[src/rtl/flash_page_ctl.sv]
module flash_page_ctl #(
  parameter int          FLASH_AW = 19,
  parameter int          RAM_AW   = 14,
  parameter logic [31:0] RAM_BASE = 32'h000C_0000
) (
  input  logic                 clk,
  input  logic                 rst_n,
  input  logic                 reg_wr,
  input  logic [4:0]           reg_addr,
  input  logic [31:0]          reg_wdata,
  output logic [31:0]          reg_rdata,
  output logic                 reg_ready,
  input  logic                 fw_valid,
  input  logic [FLASH_AW-1:0]  fw_addr,
  output logic                 fw_ready,
  output logic                 fl_we,
  output logic [FLASH_AW-3:0]  fl_waddr,
  output logic [31:0]          fl_wdata,
  output logic                 ram_re,
  output logic [RAM_AW-3:0]    ram_raddr,
  input  logic [31:0]          ram_rdata,
  output logic                 busy,
  output logic                 irq
);
  localparam int FWA       = FLASH_AW - 2;
  localparam int RWA       = RAM_AW - 2;
  localparam int BIG_WORDS = 512 / 4;
  localparam int SML_WORDS = 256 / 4;
  localparam int CW        = $clog2(BIG_WORDS);
  localparam logic [31:0] BUF_RST = RAM_BASE + (32'd1 << RAM_AW) - 32'd512;

  localparam logic [4:0] A_CTRL = 5'h00;
  localparam logic [4:0] A_KEY1 = 5'h04;
  localparam logic [4:0] A_KEY2 = 5'h08;
  localparam logic [4:0] A_STAT = 5'h0C;
  localparam logic [4:0] A_BUF  = 5'h10;

  typedef enum logic [2:0] {S_IDLE, S_K55, S_KAA, S_ERASE, S_PROG} seq_t;

  seq_t        seq_q;
  logic [31:0] ctrl_q, key1_q, key2_q, buf_q;
  logic [1:0]  st_q;
  logic        run_q, wr_v_q, prog_q, small_q;
  logic [CW-1:0]  cnt_q;
  logic [FWA-1:0] pbase_q, wa_q;
  logic [RWA-1:0] rbase_q;

  assign busy      = run_q | wr_v_q;
  assign fw_ready  = !busy;
  assign reg_ready = !busy && !fw_valid;
  assign irq       = st_q[0];

  wire wr_acc = reg_wr && reg_ready;
  wire fw_acc = fw_valid && fw_ready;
  wire trig   = fw_acc && (seq_q == S_ERASE || seq_q == S_PROG);

  wire            small_pg  = |ctrl_q[31:3];
  wire [FWA-1:0]  pg_mask   = small_pg ? ~FWA'(SML_WORDS - 1) : ~FWA'(BIG_WORDS - 1);
  wire [FWA-1:0]  trig_base = fw_addr[FLASH_AW-1:2] & pg_mask;
  wire [23:0]     rel_off   = buf_q[23:0] - RAM_BASE[23:0];
  wire [CW-1:0]   last_cnt  = small_q ? CW'(SML_WORDS - 1) : CW'(BIG_WORDS - 1);
  wire            key2_ok   = (seq_q == S_K55 && reg_wdata == 32'hAA) ||
                              (seq_q == S_KAA && reg_wdata == 32'h55);

  assign ram_re    = run_q && prog_q;
  assign ram_raddr = rbase_q + RWA'(cnt_q);
  assign fl_we     = wr_v_q;
  assign fl_waddr  = wa_q;
  assign fl_wdata  = prog_q ? ram_rdata : 32'hFFFF_FFFF;

  always_comb begin
    case (reg_addr)
      A_CTRL:  reg_rdata = ctrl_q;
      A_KEY1:  reg_rdata = key1_q;
      A_KEY2:  reg_rdata = key2_q;
      A_STAT:  reg_rdata = {30'd0, st_q};
      A_BUF:   reg_rdata = buf_q;
      default: reg_rdata = 32'd0;
    endcase
  end

  always_ff @(posedge clk or negedge rst_n) begin
    if (!rst_n) begin
      seq_q   <= S_IDLE;
      ctrl_q  <= '0;
      key1_q  <= '0;
      key2_q  <= '0;
      buf_q   <= BUF_RST;
      st_q    <= '0;
      run_q   <= 1'b0;
      wr_v_q  <= 1'b0;
      prog_q  <= 1'b0;
      small_q <= 1'b0;
      cnt_q   <= '0;
      pbase_q <= '0;
      wa_q    <= '0;
      rbase_q <= '0;
    end else begin
      wr_v_q <= run_q;
      if (run_q) begin
        wa_q  <= pbase_q + FWA'(cnt_q);
        cnt_q <= cnt_q + 1'b1;
        if (cnt_q == last_cnt) run_q <= 1'b0;
      end
      if (wr_v_q && !run_q) st_q[0] <= 1'b1;

      if (trig) begin
        run_q   <= 1'b1;
        cnt_q   <= '0;
        prog_q  <= (seq_q == S_PROG);
        small_q <= small_pg;
        pbase_q <= trig_base;
        rbase_q <= rel_off[RAM_AW-1:2];
        seq_q   <= S_IDLE;
      end

      if (wr_acc) begin
        case (reg_addr)
          A_CTRL: ctrl_q <= reg_wdata;
          A_BUF:  buf_q  <= reg_wdata;
          A_STAT: st_q   <= st_q & ~reg_wdata[1:0];
          A_KEY1: begin
            key1_q <= reg_wdata;
            if (reg_wdata == 32'h55)      seq_q <= S_K55;
            else if (reg_wdata == 32'hAA) seq_q <= S_KAA;
            else begin
              seq_q   <= S_IDLE;
              st_q[1] <= 1'b1;
            end
          end
          A_KEY2: begin
            key2_q <= reg_wdata;
            if (key2_ok) seq_q <= (seq_q == S_K55) ? S_ERASE : S_PROG;
            else begin
              seq_q   <= S_IDLE;
              st_q[1] <= 1'b1;
            end
          end
          default: ;
        endcase
      end
    end
  end

  // an invalid first key raises the error flag
  a_r4_bad_key1: assert property (@(posedge clk) disable iff (!rst_n)
    wr_acc && reg_addr == A_KEY1 && reg_wdata != 32'h55 && reg_wdata != 32'hAA |=> st_q[1]);

  // a second key that does not complete the first raises the error flag
  a_r5_bad_key2: assert property (@(posedge clk) disable iff (!rst_n)
    wr_acc && reg_addr == A_KEY2 && !key2_ok |=> st_q[1] && !busy);

  // flash words of one page are written at ascending addresses
  a_r2_ascending: assert property (@(posedge clk) disable iff (!rst_n)
    fl_we && $past(fl_we) |-> fl_waddr == $past(fl_waddr) + 1'b1);

  // done is flagged as the page stream ends
  a_r7_done_on_end: assert property (@(posedge clk) disable iff (!rst_n)
    $fell(busy) |-> irq);

  // writing one to status bit 0 drops the interrupt
  a_r8_w1c_done: assert property (@(posedge clk) disable iff (!rst_n)
    wr_acc && reg_addr == A_STAT && reg_wdata[0] |=> !irq);

  // an unarmed flash-range write starts nothing
  a_r9_idle_ignored: assert property (@(posedge clk) disable iff (!rst_n)
    fw_acc && seq_q == S_IDLE |=> !busy && $stable(st_q));
endmodule

[config.mk]
export PLATFORM = sky130hd
export DESIGN_NAME = flash_page_ctl
export DESIGN_NICKNAME = d
export VERILOG_FILES = /design/src/rtl/flash_page_ctl.sv
export SDC_FILE = /design/constraint.sdc
export NUM_CORES = 1
export LEC_CHECK = 0
export ABC_AREA = 1
export ABC_CLOCK_PERIOD_IN_PS = 2900
export CAP_MARGIN = 20
export CORE_MARGIN = 4
export CORE_UTILIZATION = 45
export CTS_CLUSTER_SIZE = 28
export DETAILED_ROUTE_END_ITERATION = 8
export PLACE_DENSITY = 0.72
export SYNTH_ARGS = -nofsm -noshare
export SYNTH_HDL_FRONTEND = slang
export SYNTH_SLANG_ARGS = --single-unit
[constraint.sdc]
create_clock -name clk -period 2.9 [get_ports clk]
set_input_delay 0.87 -clock clk [delete_from_list [all_inputs] [get_ports clk]]
set_output_delay 0.87 -clock clk [all_outputs]
set_load 0.02 [all_outputs]
## Yosys cells after proc, flatten, opt, wreduce, memory -nomap -nowiden

Cells that the tools add are included.

- Flip-flop bits (word level): 190
- Output and inout port bits: 99

- Reductions and logical operators: 22
- Add/sub/neg operators: 4
- Bitwise operators: 4
- Muxes and demuxes: 23
- Eq/ne operators: 14

Operators by type and width:

| kind | count |
|---|---|
| 32-bit case mux with 5 select lines | 1 |
| 32-bit by 7-bit equality test with 1-bit output (second input constant) | 1 |
| 32-bit by 8-bit equality test with 1-bit output (second input constant) | 1 |
| 32-bit 2-to-1 mux | 1 |
| 29-bit OR reduction | 1 |
| 7-bit 2-to-1 mux | 4 |
| 17-bit by 7-bit adder with 17-bit output | 1 |
| 17-bit AND | 1 |
| 3-bit 2-to-1 mux | 5 |
| 14-bit by 1-bit subtractor with 14-bit output (second input constant) | 1 |
| 12-bit by 7-bit adder with 12-bit output | 1 |
| 5-bit by 4-bit equality test with 1-bit output (second input constant) | 2 |
| 1-bit 2-to-1 mux | 9 |
| 1-bit logical AND | 8 |
| 2-bit AND reduction | 4 |
| 7-bit by 1-bit adder with 7-bit output (second input constant) | 1 |
| 7-bit equality test | 1 |
| 3-bit by 2-bit equality test with 1-bit output (second input constant) | 2 |
| 2-bit inequality test (second input constant) | 3 |
| 3-bit case mux with 2 select lines | 1 |
| 5-bit by 3-bit equality test with 1-bit output (second input constant) | 1 |
| 5-bit equality test (second input constant) | 1 |
| 5-bit zero test | 1 |
| 5-bit AND reduction | 1 |
| 11 further kinds | 14 |

## Longest topological paths before layout

Gate-level depths: netlist of run 1.

- Depth in word-level cells: 7
- Depth in mapped cells: 11

## Worst setup path before layout of run 1

No wires, ideal clock.

- Path type: input to output
- From: input port reg_addr[0]
- To: output port reg_rdata[10]
- Data arrival time: 1.962 ns
- Stages on the path: 6
- Buffers on the path: 1
- Data required time: 2.030 ns
- Path slack: 0.068 ns
- Cell sequence: inv_1 nand2_1 nor4_2 clkbuf_1 nand2_1 o2111ai_1

- Longest elaborated chain between the ends: 2
- Elaborated cells between the ends (all ways): 6
- Those cells by class: 4 x eq/ne; 1 x mux; 1 x reduce/logical

RTL lines:

| what | line | RTL |
|---|---|---|
| start: declaration | 9 | `input logic [4:0] reg_addr,` |
| 5-bit equality test (tied with other cells) | 72 | `case (reg_addr)` |
| 32-bit case mux with 5 select lines * | 72 |  |
| end: declaration | 11 | `output logic [31:0] reg_rdata,` |

Every way passes the cells marked *; elsewhere a longest branch is shown, timed or not.

## Worst setup path after layout of run 1

- From: register rbase_q[2]
- To: output port ram_raddr[11]

- Longest elaborated chain between the ends: 1

RTL lines:

| what | line | RTL |
|---|---|---|
| start: declaration | 46 | `logic [RWA-1:0] rbase_q;` |
| start signal: assignment | 113 | `rbase_q <= rel_off[RAM_AW-1:2];` |
| 12-bit by 7-bit adder with 12-bit output | 66 | `assign ram_raddr = rbase_q + RWA'(cnt_q);` |
| end: declaration | 20 | `output logic [RAM_AW-3:0] ram_raddr,` |

No other way between the ends.

==> metrics.md, run 1 <==
| Metric | Value |
|---|---|
| Chip width | `about 150 microns` |
| CTS Buf Count | `17` |
| RSZ-0062 raised after global routing | `yes` |
| R2r setup slk | `about 960 ps` |
| Ratio of cells with drive above 1 in the final layout | `a little over a fifth` |
| Most common cell in the netlist | `nand2_1` |
| Syn avg cell area | `7.97 sq um` |
| Initial antenna violation count | `0` |
| Slew @ Worst Pin | `484 ps` |
| Relative slew slack | `67.7%` |
| Met3 usage | `4.81%` |
| Setup ws final | `-194 ps` |
| Finish-stage setup viols | `34` |
| Final Slew Violations | `0` |
| Fill count | `1500` |
| Drc violations | `0` |
| M1 GR Usage | `30.9%` |
| Yosys top cell by area | `dfrtp_1` |
| EDFF count, synth | `0` |
| PwrDens | `396 nW/um^2` |
| Leakage | `6.31 nW` |
| Tot Pwr | `5.16 mW` |
| Final Hold Fails | `0` |
| GPL Wtd Cong | `0.812` |
| Top cells by count, synth | `416 x nand2_1, 177 x dfrtp_1, 124 x o21ai_0, 104 x inv_1, 40 x o21ai_1` |
| Layer with the highest usage | `met2` |
| GRT Total Usage | `24.3%` |
| Die area | `21700 sq um` |
| Status | `finished, violations left` |
| Mapped cell area | `8730 sq um` |
| H-Tree Level Count | `4` |
| Library cells used by synthesis | `37` |
| Minimum clock period | `3090 ps` |
| Fin nets | `1442` |
| Reg2reg end | `fl_waddr[16]` |
| ANT cells | `0` |
| Critical Path Source Type | `register` |
| Reg2Reg Depth | `10` |
| Via Count | `8358` |
| Register Area | `4610 sq um` |
| Ports | `roughly 190` |
| Hold Crit Class | `in -> async` |
| Worst clock skew | `between 8 and 9 ps` |
| CTS root buffer | `clkbuf_16` |
| Leading register cell type out of synthesis | `dfrtp_1` |
| Multi-input gate area | `4160 sq um` |
| Skew-Pair Late Insertion Delay | `between 400 and 500 ps` |
| Critical Path AT | `2220 ps` |
| DIE HEIGHT | `between 100 and 150 microns` |
| First DRT Iteration DRCs | `about 640` |
| R2r startpoint | `cnt_q[6]` |
| Kind of critical path | `reg -> out` |
| First-pass GRT wire length | `42.2 mm` |
| Met2 Usage GRT | `between 40% and 50%` |
| Synth area leaders | `dfrtp_1 51%, nand2_1 18%, o21ai_0 7.1%` |
| Largest net degree at the start of global routing | `54` |
| GR Overflow Total | `0` |
| Clock-pin slew on the worst setup and hold paths | `70 ps` |
| Violated checks | `negative setup slack` |
| Core region area | `between 15000 and 20000 sq um` |
| Placement Rows | `50` |
| Non-Filler Instances | `1612` |
| Sequential fraction of the synthesis area | `52.8%` |
| ANT nets after route | `0` |
| Final WL | `26.9 mm` |
| Crit path required time | `2030 ps` |
| Vias in the first global route | `8191` |
| Port bufs | `182` |
| Routed vias/inst | `5.18` |
| Fmax | `323 MHz` |
| CP Capture Type | `output pin` |
| Pre-CTS setup slack | `-933 ps` |
| VDD IR max | `approximately 0.42 mV` |
| Clock Sinks | `184` |
| Yosys warning total | `0` |
| Initial Util | `46.2%` |
| Post-DP HPWL | `17.5 mm` |
| Proportion of netlist area held by the largest area contributor | `50.7%` |
| Asr flop ratio synth | `100%` |
| CTS max path bufs | `2` |
| Placed cells | `about 1500` |
| Post-synth net total | `1198` |
| Mapped Cells | `1095` |
| # Max-Cap Violations | `0` |
| Avg WL per Cell | `16.7 microns` |
| CTS tree | `built` |
| Synthesis-to-finish area growth | `49.1%` |
| Period utilization | `107%` |
| Maximum fanout along the worst path | `3` |
| Seq cells post-synth | `184` |
| TritonRoute pass-1 iters | `5` |
==> cell usage in the layout, fill, tap and decap left out, types with 6 or more instances in the layout <==
cell / n
a21oi_1: 7
buf_12: 15
buf_4: 80
buf_6: 35
clkbuf_16: 18
clkdlybuf4s50_1: 102
dfrtp_1: 177
dfstp_2: 7
dlygate4sd2_1: 10
dlymetal6s2s_1: 22
ha_4: 6
inv_1: 97
inv_2: 7
nand2_1: 360
nand2_2: 30
nand2_4: 28
nand3_1: 21
nand4_1: 24
nor2_1: 33
nor4_1: 6
o2111ai_2: 6
o2111ai_4: 7
o21ai_0: 121
o21ai_1: 41
xor2_1: 15
==> sequential cells by signal, indices dropped and copies added, names as in the netlist <==
signal	count
buf_q	32
cnt_q	7
ctrl_q	32
fl_waddr	17
fl_we	1
key1_q	32
key2_q	32
pbase_q	11
prog_q	1
rbase_q	12
run_q	1
seq_q	3
small_q	1
st_q	2
==> worst max-delay path by stage <==
stage	from	end	slack (ps)	depth (start not counted)
5_1_grt	cnt_q[2]	ram_raddr[11]	-270	8
4_1_cts	reg_addr[1]	reg_rdata[29]	-150	11
3_5_place_dp	reg_addr[4]	reg_rdata[5]	-930	8
2_1_floorplan	reg_addr[0]	reg_rdata[10]	70	6
3_3_place_gp	reg_addr[4]	reg_rdata[5]	-920	8
6_report	rbase_q[2]	ram_raddr[11]	-190	8
==> through the flow <==
step	utilization (%)	instance area [sq um]	hold WS [ps]	setup TNS, ps
4_1_cts	66.6	12600	384	-3630
2_1_floorplan	-	8730	349	0
3_5_place_dp	59.8	11300	463	-29230
5_1_grt	68.9	13000	397	-4290
6_report	68.9	13000	371	-2090
3_3_place_gp	59.8	11300	454	-28730
==> power by group <==
part / switching, mW / total [mW] / internal (mW) / leakage [nW]
Sequential: 0.00454 / 2.58 / 2.57 / 2.43
Combinational: 0.163 / 0.317 / 0.154 / 3.60
Clock: 1.04 / 2.26 / 1.23 / 0.270
==> cell type report <==
class,instances,share of cell area [%]
Timing Repair Buffer,277,22.4
Tap cell,260,2.50
Multi-Input combinational cell,750,31.9
Inverter,109,3.26
Clock buffer,18,3.37
Clock inverter,14,1.07
Sequential cell,184,35.4
==> critical path: stages, from the launching register on <==
cell and delay [ps]:
dfrtp_1 430, ha_4 320, nand3_4 70, nand3_2 90, nand4_1 180, a21oi_2 250, xor2_1 190, buf_4 160
buf_6 110
==> per-layer routing <==
layer | wire [microns] | share of wire, % | vias up
li1 | - | - | 4014
met1 | 11000 | 41 | 3982
met2 | 13400 | 50 | 313
met3 | 1820 | 6.8 | 49
met4 | 703 | 2.6 | 0
met5 | 0 | 0 | -
==> what timing repair did <==
action,4_1_cts,5_1_grt
buffers inserted,15,10
gates resized for setup,333,116
pin swaps,28,25
cloned,7,1
setup endpoints to repair,51,63
hold buffers,0,0
==> cell families (layout without fill, tap and decap cells) <==
kind of cell / Yosys count / count (layout) / synth area share (%)
simple gates: 522 / 522 / 24.3
xor+xnor: 18 / 18 / 1.81
flops: 184 / 184 / 52.8
compound gates: 199 / 199 / 12.3
buf+inv: 161 / 418 / 7.09
fa+ha+maj: 11 / 11 / 1.66
No activity file was read; power rests on OpenSTA's default activity.
==> inputs of run 2 (changes only) <==
- CORE_ASPECT_RATIO: unset -> 1.4
==> run 2 against run 1 <==
- the run still ends with negative setup slack left
- sequential cell count stayed put
- sequential share of layout area up 1.1 points
- core utilization fell by 2.9 points
- via count fell by 1.0%
- hold slack improved by 43 ps
- critical path type is now in -> out
- critical endpoint is now reg_rdata[30]
==> metrics.md, run 2 (same netlist as run 1, synthesis figures left out) <==
| Metric | Value |
|---|---|
| Status | `finished, violations left (unchanged)` |
| Violated checks | `negative setup slack (unchanged)` |
| Initial antenna violation count | `0 (unchanged)` |
| ANT cells | `0 (unchanged)` |
| Synthesis-to-finish area growth | `44.8% (was 49.1%)` |
| Post-DP HPWL | `17.6 mm (was 17.5 mm)` |
| First DRT Iteration DRCs | `635 (was 638)` |
| Chip width | `126 microns (was 147 microns)` |
| Via Count | `8272 (was 8358)` |
| Maximum fanout along the worst path | `7 (was 3)` |
| Most frequent cells in the layout | `371 x nand2_1, 177 x dfrtp_1, 121 x o21ai_0 (was 360 x nand2_1, 177 x dfrtp_1, 121 x o21ai_0)` |
| CTS Buf Count | `17 (unchanged)` |
| Critical Path Most Common Cell | `buf_6` |
| Register Area | `4610 sq um (unchanged)` |
| Initial Util | `45.6% (was 46.2%)` |
| First-pass GRT wire length | `41.5 mm (was 42.2 mm)` |
| Clock Sinks | `184 (unchanged)` |
| Fin nets | `1426 (was 1442)` |
| DIE HEIGHT | `173 microns (was 147 microns)` |
| Routed vias/inst | `5.22 (was 5.18)` |
| Drc violations | `0 (unchanged)` |
| Skew-Pair Late Insertion Delay | `430 ps (about the same)` |
| Hold Crit Class | `in -> async (unchanged)` |
| Most common cell after layout, fill and taps aside | `nand2_1 (unchanged)` |
| CTS max path bufs | `2 (unchanged)` |
| Ports | `191 (unchanged)` |
| Final Slew Violations | `0 (unchanged)` |
| CP max stage cell | `nor4_4 (was dfrtp_1)` |
| Vias in the first global route | `8059 (was 8191)` |
| Ratio of cells with drive above 1 in the final layout | `19.8% (was 21.8%)` |
| Hold_buf cts | `0 (unchanged)` |
| Clock-pin slew on the worst setup and hold paths | `60 ps (was 70 ps)` |
| Minimum clock period | `3040 ps (was 3090 ps)` |
| Largest net degree at the start of global routing | `62 (was 54)` |
| Placed cell areas | `11300 sq um (about the same)` |
| PwrDens | `399 nW/um^2 (was 396 nW/um^2)` |
| ANT nets after route | `0 (unchanged)` |
| RSZ-0062 raised after global routing | `yes (unchanged)` |
| Finished Cell Area | `12600 sq um (was 13000 sq um)` |
| CTS tree | `built (unchanged)` |
| # Max-Cap Violations | `0 (unchanged)` |
| H-Tree Level Count | `4 (unchanged)` |
| Setup_tns | `-2100 ps (was -2090 ps)` |
| CTS root buffer | `clkbuf_16 (unchanged)` |
| R2r setup slk | `880 ps (was 960 ps)` |
| Reg2Reg Depth | `9 (was 10)` |
| VDD IR max | `0.327 mV (was 0.421 mV)` |
| Critical Path Max Stage Delay | `210 ps (was 430 ps)` |
| Relative slew slack | `59.4% (was 67.7%)` |
| Critical Path AT | `2170 ps (was 2220 ps)` |
| Fmax | `329 MHz (was 323 MHz)` |
| GR Overflow Total | `0 (unchanged)` |
| Critical Path Source Type | `input pin (was register)` |
| Kind of critical path | `in -> out (was reg -> out)` |
| Port bufs | `182 (unchanged)` |
| Final Hold Fails | `0 (unchanged)` |
| Die area | `21700 sq um (about the same)` |
| Slew @ Worst Pin | `608 ps (was 484 ps)` |
| Setup ws final | `-138 ps (was -194 ps)` |
| Finish-stage setup viols | `37 (was 34)` |
| TritonRoute pass-1 iters | `5 (unchanged)` |
| Worst-path cell chain | `buf_6 > inv_2 > nand2_2 > buf_6 > nor4_4 > buf_6 > buf_12 > buf_12 > nand2_2 > nand4_1 > buf_4 (was ha_4 > nand3_4 > nand3_2 > nand4_1 > a21oi_2 > xor2_1 > buf_4 > buf_6)` |
| R2r startpoint | `run_q (was cnt_q[6])` |
| Final WL | `26.4 mm (was 26.9 mm)` |
| Leakage | `6.01 nW (was 6.31 nW)` |
| Worst clock skew | `6.17 ps (was 8.26 ps)` |
| GPL Wtd Cong | `0.879 (was 0.812)` |
| CP Capture Type | `output pin (unchanged)` |
| Avg WL per Cell | `16.7 microns (about the same)` |
| Core region area | `19100 sq um (was 18900 sq um)` |
| Crit path required time | `2030 ps (about the same)` |
| GRT Total Usage | `23.8% (was 24.3%)` |
| Placement Rows | `60 (was 50)` |
| Period utilization | `105% (was 107%)` |
| Layout Utilization | `66.0% (was 68.9%)` |
| Fill count | `1587 (was 1500)` |
| Reg2reg end | `key1_q[1] (was fl_waddr[16])` |
| Multi-input gate area | `4030 sq um (was 4160 sq um)` |
[run 2: layout make-up]
cell class                      instances  share of cell area (%)
Clock buffer                           20                    3.46
Clock inverter                         12                   0.812
Inverter                              109                    3.28
Multi-Input combinational cell        750                    31.8
Sequential cell                       184                    36.5
Tap cell                              248                    2.46
Timing Repair Buffer                  261                    21.7
[run 2: through the flow]
stage / hold WS [ps] / total power, mW / cells / setup slack (ps)
6_report: 414 / 5.04 / 1584 / -138
5_1_grt: 459 / 5.21 / 1584 / -225
4_1_cts: 436 / 5.07 / 1584 / -157
3_5_place_dp: 459 / 2.91 / 1536 / -962
3_3_place_gp: 453 / 2.91 / 1536 / -976
2_1_floorplan: 349 / 2.68 / 1095 / 68.3
[run 2: how the worst max path moves through the flow]
stage / startpoint / to / slack (ps) / cells past startpoint
global route: cnt_q[2] / ram_raddr[9] / -220 / 9
detailed placement: reg_addr[2] / reg_rdata[1] / -960 / 11
finish: reg_addr[1] / reg_rdata[30] / -140 / 11
floorplan: reg_addr[0] / reg_rdata[10] / 70 / 6
CTS: reg_addr[1] / reg_rdata[31] / -160 / 11
global placement: reg_addr[2] / reg_rdata[1] / -980 / 11
[run 2: timing repair]
item / CTS / global route
endpoints found under the setup margin: 52 / 63
pin swaps: 29 / 17
buffers inserted: 11 / 2
resized for setup: 321 / 96
gates cloned: 5 / 1
hold endpoints to repair: 0 / 0
[run 2: power by group]
part	internal, mW	switching, mW
Clock	1.18	0.982
Sequential	2.57	0.00448
Combinational	0.147	0.156
Total	3.90	1.14
[run 2: layer usage]
metal	GRT usage, %	wire length [microns]
met5	0	0
met4	9.67	864
met3	4.73	1480
met2	42.2	14000
met1	28.1	10000
[run 2: critical path, delay by kind of cell]
| kind | cells | cell delay, ps |
|---|---|---|
| buffers and inverters | 7 | 890 |
| AND/OR/NAND/NOR | 4 | 390 |
